`src/rtl/qent_seq_pkg.sv`:
```
package qent_seq_pkg;

  localparam int WIDX_W = 2;

  typedef enum logic [1:0] {
    SZ_ONE  = 2'd0,
    SZ_TWO  = 2'd1,
    SZ_FOUR = 2'd2,
    SZ_BAD  = 2'd3
  } esize_t;

  typedef struct packed {
    logic              busy;
    logic              wr;
    logic [WIDX_W-1:0] next;
  } seqst_t;

  // number of words in one entry for a size code (0 for unsupported)
  function automatic logic [2:0] words_of(input logic [1:0] code);
    case (code)
      SZ_ONE:  return 3'd1;
      SZ_TWO:  return 3'd2;
      SZ_FOUR: return 3'd4;
      default: return 3'd0;
    endcase
  endfunction

  // slot lies inside the entry
  function automatic logic slot_ok(input logic [1:0] code, input logic [WIDX_W-1:0] idx);
    return {1'b0, idx} < words_of(code);
  endfunction

  // slot is the final word of the entry
  function automatic logic slot_last(input logic [1:0] code, input logic [WIDX_W-1:0] idx);
    return ({1'b0, idx} + 3'd1) == words_of(code);
  endfunction

endpackage

```
`src/rtl/qent_burst_pos.sv`:
```
module qent_burst_pos #(
  parameter int BCW = 3
) (
  input  logic           clk,
  input  logic           rst_n,
  input  logic           beat,
  input  logic           cont,
  output logic [BCW-1:0] pos
);
  localparam logic [BCW-1:0] CMAX = {BCW{1'b1}};

  logic [BCW-1:0] cnt_r;

  assign pos = cont ? cnt_r : '0;

  always_ff @(posedge clk or negedge rst_n) begin
    if (!rst_n) begin
      cnt_r <= '0;
    end else if (beat) begin
      cnt_r <= (pos == CMAX) ? CMAX : pos + 1'b1;
    end
  end
endmodule

```
`src/rtl/qent_state_bank.sv`:
```
module qent_state_bank
  import qent_seq_pkg::*;
#(
  parameter int NQ = 8,
  parameter int QW = $clog2(NQ)
) (
  input  logic          clk,
  input  logic          rst_n,
  input  logic [QW-1:0] sel_q,
  output seqst_t        sel_st,
  input  logic          upd_en,
  input  seqst_t        upd_st
);
  seqst_t st_r [NQ];

  generate
    for (genvar g = 0; g < NQ; g++) begin : g_q
      always_ff @(posedge clk or negedge rst_n) begin
        if (!rst_n) begin
          st_r[g] <= '0;
        end else if (upd_en && (sel_q == QW'(g))) begin
          st_r[g] <= upd_st;
        end
      end
    end
  endgenerate

  assign sel_st = st_r[sel_q];
endmodule

```
`src/rtl/qent_decide.sv`:
```
module qent_decide
  import qent_seq_pkg::*;
#(
  parameter int BCW = 3
) (
  input  logic              valid,
  input  logic [WIDX_W-1:0] idx,
  input  logic              wr,
  input  logic [1:0]        code,
  input  logic [BCW-1:0]    pos,
  input  seqst_t            st,
  input  logic              empty,
  input  logic              full,
  output logic              perform,
  output logic              adv,
  output logic              zero_rd,
  output logic              st_we,
  output seqst_t            st_nxt,
  output logic              ev_size_bad,
  output logic              ev_slot_bad,
  output logic              ev_beat_over,
  output logic              ev_stat_bad,
  output logic              ev_order_bad
);
  logic       lead;
  logic       last;
  logic       gate;
  logic [2:0] nw;

  always_comb begin
    nw           = words_of(code);
    lead         = (idx == '0);
    last         = slot_last(code, idx);
    ev_size_bad  = valid && (code == SZ_BAD);
    ev_slot_bad  = valid && !ev_size_bad && !slot_ok(code, idx);
    ev_beat_over = valid && !ev_size_bad && (int'(pos) >= int'(nw));
    ev_stat_bad  = valid && lead && (wr ? full : empty);
    ev_order_bad = valid && !lead &&
                   !(st.busy && (st.next == idx) && (st.wr == wr));
    gate         = valid && !ev_size_bad && !ev_slot_bad && !ev_beat_over;
    perform      = gate && (lead ? !ev_stat_bad : !ev_order_bad);
    adv          = perform && last;
    zero_rd      = valid && !wr && !perform;

    st_we  = 1'b0;
    st_nxt = st;
    if (gate && lead) begin
      st_we       = 1'b1;
      st_nxt.busy = !ev_stat_bad && !last;
      st_nxt.wr   = wr;
      st_nxt.next = WIDX_W'(1);
    end else if (perform) begin
      st_we       = 1'b1;
      st_nxt.busy = !last;
      st_nxt.wr   = wr;
      st_nxt.next = idx + 1'b1;
    end
  end
endmodule

```
`src/rtl/qent_seq.sv`:
```
module qent_seq
  import qent_seq_pkg::*;
#(
  parameter int NQ  = 8,
  parameter int BCW = 3,
  parameter int QW  = $clog2(NQ)
) (
  input  logic          clk,
  input  logic          rst_n,
  input  logic          acc_valid,
  input  logic [QW-1:0] acc_queue,
  input  logic [1:0]    acc_word,
  input  logic          acc_write,
  input  logic          acc_burst_cont,
  input  logic [1:0]    entry_size,
  input  logic          q_empty,
  input  logic          q_full,
  output logic          word_perform,
  output logic [1:0]    word_idx,
  output logic          entry_advance,
  output logic          advance_write,
  output logic          read_zero
);
  logic [BCW-1:0] beat_pos;
  seqst_t         cur_st;
  seqst_t         nxt_st;
  logic           st_we;
  logic           perf_w;
  logic           adv_w;
  logic           zr_w;
  logic           ev_size_bad;
  logic           ev_slot_bad;
  logic           ev_beat_over;
  logic           ev_stat_bad;
  logic           ev_order_bad;

  qent_burst_pos #(.BCW(BCW)) u_pos (
    .clk   (clk),
    .rst_n (rst_n),
    .beat  (acc_valid),
    .cont  (acc_burst_cont),
    .pos   (beat_pos)
  );

  qent_state_bank #(.NQ(NQ), .QW(QW)) u_bank (
    .clk    (clk),
    .rst_n  (rst_n),
    .sel_q  (acc_queue),
    .sel_st (cur_st),
    .upd_en (st_we),
    .upd_st (nxt_st)
  );

  qent_decide #(.BCW(BCW)) u_dec (
    .valid        (acc_valid),
    .idx          (acc_word),
    .wr           (acc_write),
    .code         (entry_size),
    .pos          (beat_pos),
    .st           (cur_st),
    .empty        (q_empty),
    .full         (q_full),
    .perform      (perf_w),
    .adv          (adv_w),
    .zero_rd      (zr_w),
    .st_we        (st_we),
    .st_nxt       (nxt_st),
    .ev_size_bad  (ev_size_bad),
    .ev_slot_bad  (ev_slot_bad),
    .ev_beat_over (ev_beat_over),
    .ev_stat_bad  (ev_stat_bad),
    .ev_order_bad (ev_order_bad)
  );

  assign word_perform  = perf_w;
  assign word_idx      = perf_w ? acc_word : 2'd0;
  assign entry_advance = adv_w;
  assign advance_write = adv_w & acc_write;
  assign read_zero     = zr_w;
endmodule

```
`config.mk`:
```
export PLATFORM = sky130hd
export DESIGN_NAME = qent_seq
export DESIGN_NICKNAME = d
export VERILOG_FILES = /design/src/rtl/qent_seq_pkg.sv /design/src/rtl/qent_burst_pos.sv /design/src/rtl/qent_state_bank.sv /design/src/rtl/qent_decide.sv /design/src/rtl/qent_seq.sv
export SDC_FILE = /design/constraint.sdc
export NUM_CORES = 1
export LEC_CHECK = 0
export ABC_AREA = 1
export BUFFER_PORTS_ARGS = -buffer_cell sky130_fd_sc_hd__buf_4
export CAP_MARGIN = 20
export CORE_MARGIN = 2
export CORE_UTILIZATION = 45
export CTS_BUF_LIST = sky130_fd_sc_hd__clkbuf_4 sky130_fd_sc_hd__clkbuf_8
export DETAILED_ROUTE_END_ITERATION = 10
export PLACE_DENSITY = 0.66
export REMOVE_ABC_BUFFERS = 1
export SLEW_MARGIN = 20
export SYNTH_ARGS = -nofsm -noshare
export SYNTH_HDL_FRONTEND = slang
export SYNTH_SLANG_ARGS = --single-unit
```
`constraint.sdc`:
```
create_clock -name clk -period 2.3 [get_ports clk]
set_clock_uncertainty 0.2 [all_clocks]
set_input_delay 0.46 -clock clk [delete_from_list [all_inputs] [get_ports clk]]
set_output_delay 0.46 -clock clk [all_outputs]
set_load 0.01 [all_outputs]
```
=== After elaboration in Yosys (flattened, before gate mapping) ===
Cells that the tools add are included.

* Add/subtract/negate cells: 3
* Reduce and logical (&&, ||, !) cells: 40
* Mux-type cells: 13
* Equality and inequality tests: 14
* Order comparisons: 3
* Bitwise gates (word level): 2

{| class="wikitable"
|+ Operators by type and width
! cell !! number
|-
| 1-bit logical AND || 26
|-
| 4-bit 2-to-1 mux || 4
|-
| 3-bit == test, second input constant || 5
|-
| 4-bit binary-select mux with 3-bit select || 1
|-
| 1-bit logical NOT || 11
|-
| 3-bit one-hot mux with 3 select lines || 1
|-
| 3-bit by 2-bit == test with 1-bit output, second input constant || 2
|-
| 3-bit 2-to-1 mux || 2
|-
| 2-bit == test, second input constant || 2
|-
| 4-bit >= comparator, second input constant || 1
|-
| 2-bit logical NOT || 2
|-
| 1-bit 2-to-1 mux || 4
|-
| 3-bit NOT with 4-bit output || 1
|-
| 2-bit by 1-bit adder with 3-bit output, second input constant || 1
|-
| 3-bit by 1-bit adder with 3-bit output, second input constant || 1
|-
| 3-bit by 1-bit == test with 1-bit output, second input constant || 1
|-
| 3-bit == test || 1
|-
| 3-bit >= comparator || 1
|-
| 3-bit logical NOT || 1
|-
| 2-bit by 3-bit < comparator with 1-bit output || 1
|-
| 2-bit by 1-bit adder with 2-bit output, second input constant || 1
|-
| 2-bit by 1-bit == test with 1-bit output, second input constant || 1
|-
| 2-bit == test || 1
|-
| 2-bit 2-to-1 mux || 1
|-
| other kinds (2) || 2
|}

* Register bits: 35
* Input bits: 14
* Word-level logic and storage cells: 100

=== Logic depth before layout (Yosys ltp) ===
Gate-level depths: netlist of run 1.

* Depth in word-level cells: 15
* Depth in mapped cells: 19
* Depth with buffers taken out: 17

=== Hierarchy ===
A second synthesis of run 1 with hierarchy kept.

* Cells, all modules: 322
* Area total of the unflattened synthesis: 2177.1 um2

{| class="wikitable"
|+ By module, submodules not included
! module !! area an instance (um2) !! times used !! cells an instance
|-
| qent_state_bank || 1514.0 || 1 || 207
|-
| qent_decide || 479.2 || 1 || 88
|-
| qent_burst_pos || 161.4 || 1 || 21
|-
| qent_seq || 22.5 || 1 || 6
|}

=== Worst setup path before layout of run 1 ===
Ideal clock, no wire load.

* Kind: input-to-output
* From: input entry_size[1]
* To: output advance_write
* Path slack: -169 ps
* Stages: 10
* Arrival time: 1809 ps
* Data required time: 1640 ps
* Cell sequence: inv_1 > nand2_1 > ha_1 > inv_1 > o21ai_0 > a211oi_1 > nand2_1 > nor2_1 > nand3_1 > nor2_1

* Cells in the longest elaborated chain, start to end: 11

{| class="wikitable"
|+ Ends and longest elaborated chain
! item !! RTL line !! RTL
|-
| from (decl) || qent_seq.sv:15 || <nowiki>input logic [1:0] entry_size,</nowiki>
|-
| 2-bit == test, or another cell as far along || qent_seq_pkg.sv:20 || <nowiki>case (code)</nowiki>
|-
| 3-bit one-hot mux with 3 select lines or 1-bit logical AND (tied branches) || qent_seq_pkg.sv:20, qent_decide.sv:34 ||
|-
| 2-bit by 3-bit < comparator with 1-bit output or 1-bit logical NOT (tied branches) || -- ||
|-
| 1-bit logical NOT or 1-bit logical AND (tied branches) || qent_decide.sv:35, qent_decide.sv:36, qent_decide.sv:40 ||
|-
| 1-bit logical AND || qent_decide.sv:35 || <nowiki>ev_slot_bad = valid && !ev_size_bad && !slot_ok(code, idx);</nowiki>
|-
| 1-bit logical NOT || qent_decide.sv:40 || <nowiki>gate = valid && !ev_size_bad && !ev_slot_bad && !ev_beat_over;</nowiki>
|-
| 1-bit logical AND (2 in a row) || qent_decide.sv:40 ||
|-
| 1-bit logical AND || qent_decide.sv:41 || <nowiki>perform = gate && (lead ? !ev_stat_bad : !ev_order_bad);</nowiki>
|-
| 1-bit logical AND * || qent_decide.sv:42 || <nowiki>adv = perform && last;</nowiki>
|-
| 1-bit bitwise AND * || qent_seq.sv:78 || <nowiki>assign advance_write = adv_w & acc_write;</nowiki>
|-
| to (decl) || qent_seq.sv:21 || <nowiki>output logic advance_write,</nowiki>
|}

Every way passes the cells marked *; elsewhere a longest branch is shown, timed or not.

=== Worst setup path after layout of run 1 ===
* From: register u_pos.cnt_r[1]
* To: output advance_write

* Cells in the longest elaborated chain, start to end: 8

{| class="wikitable"
|+ Ends and longest elaborated chain
! item !! RTL line !! RTL
|-
| from (decl) || qent_burst_pos.sv:12 || <nowiki>logic [BCW-1:0] cnt_r;</nowiki>
|-
| from (signal assigned) || qent_burst_pos.sv:20 || <nowiki>cnt_r <= (pos == CMAX) ? CMAX : pos + 1'b1;</nowiki>
|-
| 3-bit 2-to-1 mux || qent_burst_pos.sv:14 || <nowiki>assign pos = cont ? cnt_r : '0;</nowiki>
|-
| 3-bit >= comparator || qent_decide.sv:36 || <nowiki>ev_beat_over = valid && !ev_size_bad && (int'(pos) >= int'(nw));</nowiki>
|-
| 1-bit logical AND || qent_decide.sv:36 ||
|-
| 1-bit logical NOT || qent_decide.sv:40 ||
|-
| 1-bit logical AND || qent_decide.sv:40 ||
|-
| 1-bit logical AND || qent_decide.sv:41 ||
|-
| 1-bit logical AND || qent_decide.sv:42 ||
|-
| 1-bit bitwise AND || qent_seq.sv:78 ||
|}

Every way passes these cells.

==> flow_metrics.py, run 1 <==
metrics = {
    "critical_path": {
        "ff2ff_path_depth": 14,
        "r2r_start": "u_pos.cnt_r[1]",
        "startpoint": "u_pos.cnt_r[1]",
        "r2r_slack_ps": -20,
        "timing.rr.end": "u_bank.st_r[27]",
        "cp_max_fo": 3,
        "endpoint_kind": "primary output",
        "crit_arrival_ps": 1950,
        "path_class": "register to primary output",
        "critPathLaunchType": "register",
        "worstPathRequired_ps": 1640,
    },
    "grt": {
        "grt_pass1_wl_um": 9390,
        "grt_start_max_net_pins": 36,
        "antenna_found_initial": 0,
        "track_usage": 0.2290,
        "grt_pass1_vias": 2113,
        "overflow": 0,
    },
    "logic_synthesis": {
        "synth_edf_count": 0,
        "synthFlopType": "dfrtp_1",
        "synth-warning-count": 0,
        "post_synth.cell_area_avg_um2": 6.891,
        "syn_inst": 323,
        "synth.distinct_cells": 24,
        "synth_top_area_share": 0.3935,
        "yosysSeqAreaShare": 0.3935,
        "synth_top_area_cell": "dfrtp_1",
        "synth_area_leaders": "dfrtp_1 (39%), nand2_1 (29%), nand3_2 (4.9%), ha_1 (4.5%), inv_1 (3.5%)",
        "synth_area_mm2": 0.002226,
        "ys_async_sr_fraction": 1.000,
        "yosys_register_bits": 35,
    },
    "clock_network": {
        "clk_latency_ps": 290,
        "clockBufferDepth": 2,
        "path_clk_slew_ps": 70,
        "cts_buffers": 5,
        "cts_root_buffer": "clkbuf_8",
        "cts_tree": "done",
        "cts_max_level": 2,
        "cts_sinks": 35,
    },
    "floorplanning": {
        "die_h_um": 74.33,
        "initial_utilization": 0.4682,
        "std_cell_rows": 25,
        "core-area_mm2": 0.004755,
        "io_pins": 20,
        "fp.dieW_um": 74.33,
        "dieArea_mm2": 0.005525,
    },
    "timing": {
        "rsz0062_at_grt": "yes",
        "max_freq_ghz": 0.3828,
        "fin_crit_sh": 1.136,
        "max_slew.worst_pin.slew_ps": 443.0,
        "period_minus_slack_ps": 2612,
        "setup_viol": 24,
        "hold_viol_final": 0,
        "hold_ws_ps": 278.4,
        "drv_slew": 0,
        "worst_slack_ps": -312.3,
        "max_slew_margin": 0.7047,
    },
    "job": {
        "cap_viol_max_count": 0,
    },
    "drt": {
        "via_per_inst": 4.781,
        "first_pass_iters": 4,
        "wl_um": 5947,
        "drt-initial-drc-count": 89,
        "wl_per_cell_um": 12.90,
        "via_count": 2204,
        "ant_nets": 0,
        "drc": 0,
    },
    "outcome": {
        "violations": "setup timing",
        "status": "complete, but fails checks",
    },
    "min_path": {
        "holdCritStartpoint": "u_bank.st_r[22]",
        "whs_endpoint": "u_bank.st_r[22]",
        "holdPathStages": 2,
        "hold_class": "register to register",
    },
    "final_layout": {
        "stdcell_area_mm2": 0.003119,
        "final_common_cell": "nand2_1",
        "layout-drive-gt1-share": 0.3249,
        "final_nets": 416,
        "n_fill_cell": 420,
        "layout_common_cells": "nand2_1 (167), buf_4 (61), dfrtp_1 (35), inv_1 (17), nor2_1 (13)",
        "area_delta_synth_final_pct": 40.13,
        "diodes": 0,
    },
    "placement": {
        "gp_congestion": 0.8987,
        "hpwl_um": 4100,
        "port_buffers": 19,
        "placed_area_mm2": 0.002750,
    },
    "power": {
        "ir_worst_vdd_uv": 403.2,
        "power_density_mw_per_mm2": 545.3,
        "leakagePower_uw": 0.001737,
    },
}
[routing by layer]
layer / track usage / up-vias / routed length, µm
met5: 0 / - / 0
met4: 0.1171 / 0 / 154
met3: 0.04065 / 13 / 240
met2: 0.3720 / 49 / 2942
met1: 0.2943 / 1001 / 2609
li1: - / 1141 / -
[per-stage QoR]
step | utilization | worst slack [ps] | cells | TNS, ps | total power [µW]
6_report | 0.6561 | -312.3 | 461 | -1682 | 1701
5_1_grt | 0.6561 | -384.6 | 461 | -4823 | 1806
4_1_cts | 0.6363 | -268.7 | 458 | -1390 | 1689
3_5_place_dp | 0.5784 | -463.6 | 445 | -14340 | 1191
3_3_place_gp | 0.5784 | -407.1 | 445 | -12550 | 1184
2_1_floorplan | - | -168.8 | 318 | -747.5 | 976.6
[repair_timing]
action | CTS | global route
setup endpoints to repair | 38 | 38
gates resized for setup | 30 | 17
setup buffers | 5 | 2
hold buffers | 1 | 0
cloned | 0 | 1
hold endpoints to repair | 35 | 0
pin swaps | 9 | 7
[kinds of logic (layout without fill, tap and decap cells)]
logic type,count (synthesis),after routing,synth area share
and+or+nand+nor,223,223,0.4300
buffers and inverters,38,109,0.08038
DFF,35,35,0.3935
AOI/OAI and AO/OA,19,19,0.05115
adders and majority gates,8,8,0.04497
[critical path: stages, from the launching register on]
cell,delay [ps]
dfrtp_1,390
nand2_1,80
inv_2,60
ha_4,200
a21boi_2,140
o21ai_1,120
nand2_1,110
nor2_4,170
nand3_2,130
nor2_2,130
buf_4,130
[layout make-up]
| cell class | count | area [µm²] | share of cell area |
|---|---|---|---|
| Multi-Input combinational cell | 250 | 1335 | 0.4280 |
| Clock inverter | 1 | 5.005 | 0.001604 |
| Timing Repair Buffer | 69 | 590.6 | 0.1893 |
| Sequential cell | 35 | 875.8 | 0.2808 |
| Tap cell | 67 | 83.83 | 0.02688 |
| Inverter | 33 | 146.4 | 0.04693 |
| Clock buffer | 6 | 82.58 | 0.02647 |
[Yosys cell counts, types with 2 or more instances]
cell / number
a21oi_1: 3
a31oi_1: 2
buf_2: 2
buf_6: 2
dfrtp_1: 35
ha_1: 8
inv_1: 21
inv_2: 11
nand2_1: 172
nand2_2: 3
nand3_1: 13
nand3_2: 11
nor2_1: 20
o21ai_0: 3
o21ai_1: 8
[where the power goes]
group / internal, µW / switching, µW
clock network: 235 / 218
logic: 230 / 276
registers: 697 / 44.9
[state kept, by name (all words and copies together) (netlist names)]
name         flops
u_bank.st_r     32
u_pos.cnt_r      3
[worst max path at each step]
stage	endpoint	slack, ps	cells after the start
3_3_place_gp	read_zero	-410	13
5_1_grt	advance_write	-380	15
3_5_place_dp	read_zero	-460	13
4_1_cts	advance_write	-270	10
6_report	advance_write	-310	10
2_1_floorplan	advance_write	-170	10
No activity file was read; power rests on OpenSTA's default activity.
==> inputs of run 2 (changes only) <==
PLACE_DENSITY = unset   (was 0.66)
clock period = 2.7 ns   (was 2.3 ns; I/O delays follow)
==> run 2 against run 1 <==
- the run still ends with setup timing left
- highest routed layer unchanged
- routed wire length up 1.3%
- non-clock buffer count down 9
- sequential share of layout area up 0.30 points
- core utilization down 0.68 points
- clock power down 5.7%
- die area unchanged
- worst hold slack worse by 270 ps
- sequential power down 15%
- via count down 1.6%
- final cell count down 1.5%
- critical path depth up 4
- combinational power down 14%
==> flow_metrics.py, run 2 (synthesis results as in run 1) <==
metrics = {
    "final_layout": {
        "diodes": 0,
        "multi_input_area_mm2": 0.001348,
        "n_fill_cell": 437,
        "layout_common_cells": "nand2_1 (158), buf_4 (51), dfrtp_1 (35), inv_2 (17), nand2_2 (16)",
        "largest-register": "u_bank.st_r",
        "largest_reg_flops": 32,
        "final_nets": 408,
        "fin_util": 0.6492,
        "area_delta_synth_final_pct": 38.67,
        "seq_area_um2": 875.8,
        "final_common_cell": "nand2_1",
        "layout-drive-gt1-share": 0.3618,
        "top_regs": "u_bank.st_r x32, u_pos.cnt_r x3",
    },
    "timing": {
        "drv_slew": 0,
        "hold_viol_final": 0,
        "worst_slack_ps": -71.57,
        "max_slew_margin": 0.6980,
        "fin_crit_sh": 1.027,
        "max_slew.worst_pin.slew_ps": 453.0,
        "hold_ws_ps": 4.557,
        "tns_ps": -182.7,
        "setup_viol": 5,
        "rsz0062_at_grt": "yes",
        "max_freq_ghz": 0.3608,
        "period_minus_slack_ps": 2772,
    },
    "clock_network": {
        "path_clk_slew_ps": 70,
        "cts_tree": "done",
        "cts_max_level": 2,
        "cts_sinks": 35,
        "cts_buffers": 5,
        "clk_latency_ps": 290,
        "clockBufferDepth": 2,
        "cts_root_buffer": "clkbuf_8",
        "hold_buffers": 0,
    },
    "drt": {
        "ant_nets": 0,
        "wl_per_cell_um": 13.27,
        "drc": 0,
        "first_pass_iters": 4,
        "via_per_inst": 4.778,
        "drt-initial-drc-count": 79,
        "wl_um": 6024,
        "via_count": 2169,
    },
    "placement": {
        "hpwl_um": 4006,
        "gp_congestion": 0.8377,
        "port_buffers": 19,
        "pre_cts_slack_ps": -116.6,
    },
    "grt": {
        "track_usage": 0.2142,
        "grt_pass1_vias": 1885,
        "overflow": 0,
        "grt_start_max_net_pins": 36,
        "grt_pass1_wl_um": 8804,
        "antenna_found_initial": 0,
    },
    "floorplanning": {
        "die_h_um": 74.33,
        "dieArea_mm2": 0.005525,
        "initial_utilization": 0.4682,
        "core-area_mm2": 0.004755,
        "std_cell_rows": 25,
        "io_pins": 20,
        "fp.dieW_um": 74.33,
    },
    "critical_path": {
        "path_class": "input pin to primary output",
        "worstPathRequired_ps": 1960,
        "crit_chain": "buf_6 -> inv_4 -> nand2_4 -> ha_4 -> inv_2 -> o21ai_2 -> a211oi_2 -> nand2_1 -> nor2_4 -> buf_6 -> nand2_8 -> inv_4 -> nor3_2 -> buf_4",
        "ff2ff_path_depth": 17,
        "cp_top_family": "buffers and inverters",
        "critical_path.max_stage_delay_ps": 240,
        "critPathLaunchType": "input pin",
        "crit_cells": 14,
        "cp_max_fo": 4,
        "path_buf_inv": 6,
        "crit_arrival_ps": 2030,
        "slowest_stage": "ha_4",
        "endpoint_kind": "primary output",
    },
    "power": {
        "ir_worst_vdd_uv": 358.3,
        "leakagePower_uw": 0.001702,
        "power_density_mw_per_mm2": 484.0,
    },
    "outcome": {
        "status": "complete, but fails checks",
        "violations": "setup timing",
    },
    "job": {
        "cap_viol_max_count": 0,
    },
    "min_path": {
        "hold_class": "input pin to async pin",
    },
}
## run 2: cell types whose count changed in the layout (fill, tap and decap cells not counted), sizes merged
cell | before | now
clkinv | 2 | 1
buf | 67 | 60
dlygate4sd3 | 1 | 0
clkbuf | 7 | 8
inv | 32 | 33
## run 2: per-layer routing
metal  share of wire  GRT usage  vias to the layer above
met5               0          0                        -
met4           0.010    0.05357                        0
met3           0.041    0.04065                        5
met2            0.50     0.3700                       46
met1            0.45     0.2787                      994
li1                -          -                     1124
## run 2: per-stage QoR
stage,std cells,cell area (µm²),power (µW)
2_1_floorplan,318,2178,831.9
3_3_place_gp,437,2690,1001
3_5_place_dp,437,2690,1006
4_1_cts,449,2872,1449
5_1_grt,454,3087,1581
6_report,454,3087,1494
## run 2: cell type report
class | count | share of cell area
flip-flops and latches | 35 | 0.2837
clock buffers | 8 | 0.03364
multi-input cells | 250 | 0.4366
inverters | 33 | 0.04580
well taps | 67 | 0.02716
repair inverters | 1 | 0.003648
repair buffers | 60 | 0.1694
## run 2: path summary, 6_finish.rpt
check	startpoint	to	slack [ps]
max	entry_size[1]	read_zero	-70
min	rst_n	u_bank.st_r[25]	5
max reg2reg	u_pos.cnt_r[1]	u_bank.st_r[12]	90
min reg2reg	u_bank.st_r[11]	u_bank.st_r[11]	280
max in group asynchronous	rst_n	u_bank.st_r[19]	1980
min in group clk	acc_valid	u_pos.cnt_r[0]	280
## run 2: power by group
group / total, µW / internal (µW) / switching, µW
clock: 427 / 243 / 184
combinational: 435 / 194 / 241
sequential: 632 / 594 / 38.1
## run 2: what timing repair did
action	CTS	global route
pin swaps	4	12
buffers inserted	4	4
resized for setup	14	50
gates cloned	0	1
hold endpoints to repair	0	0
setup endpoints to repair	6	36
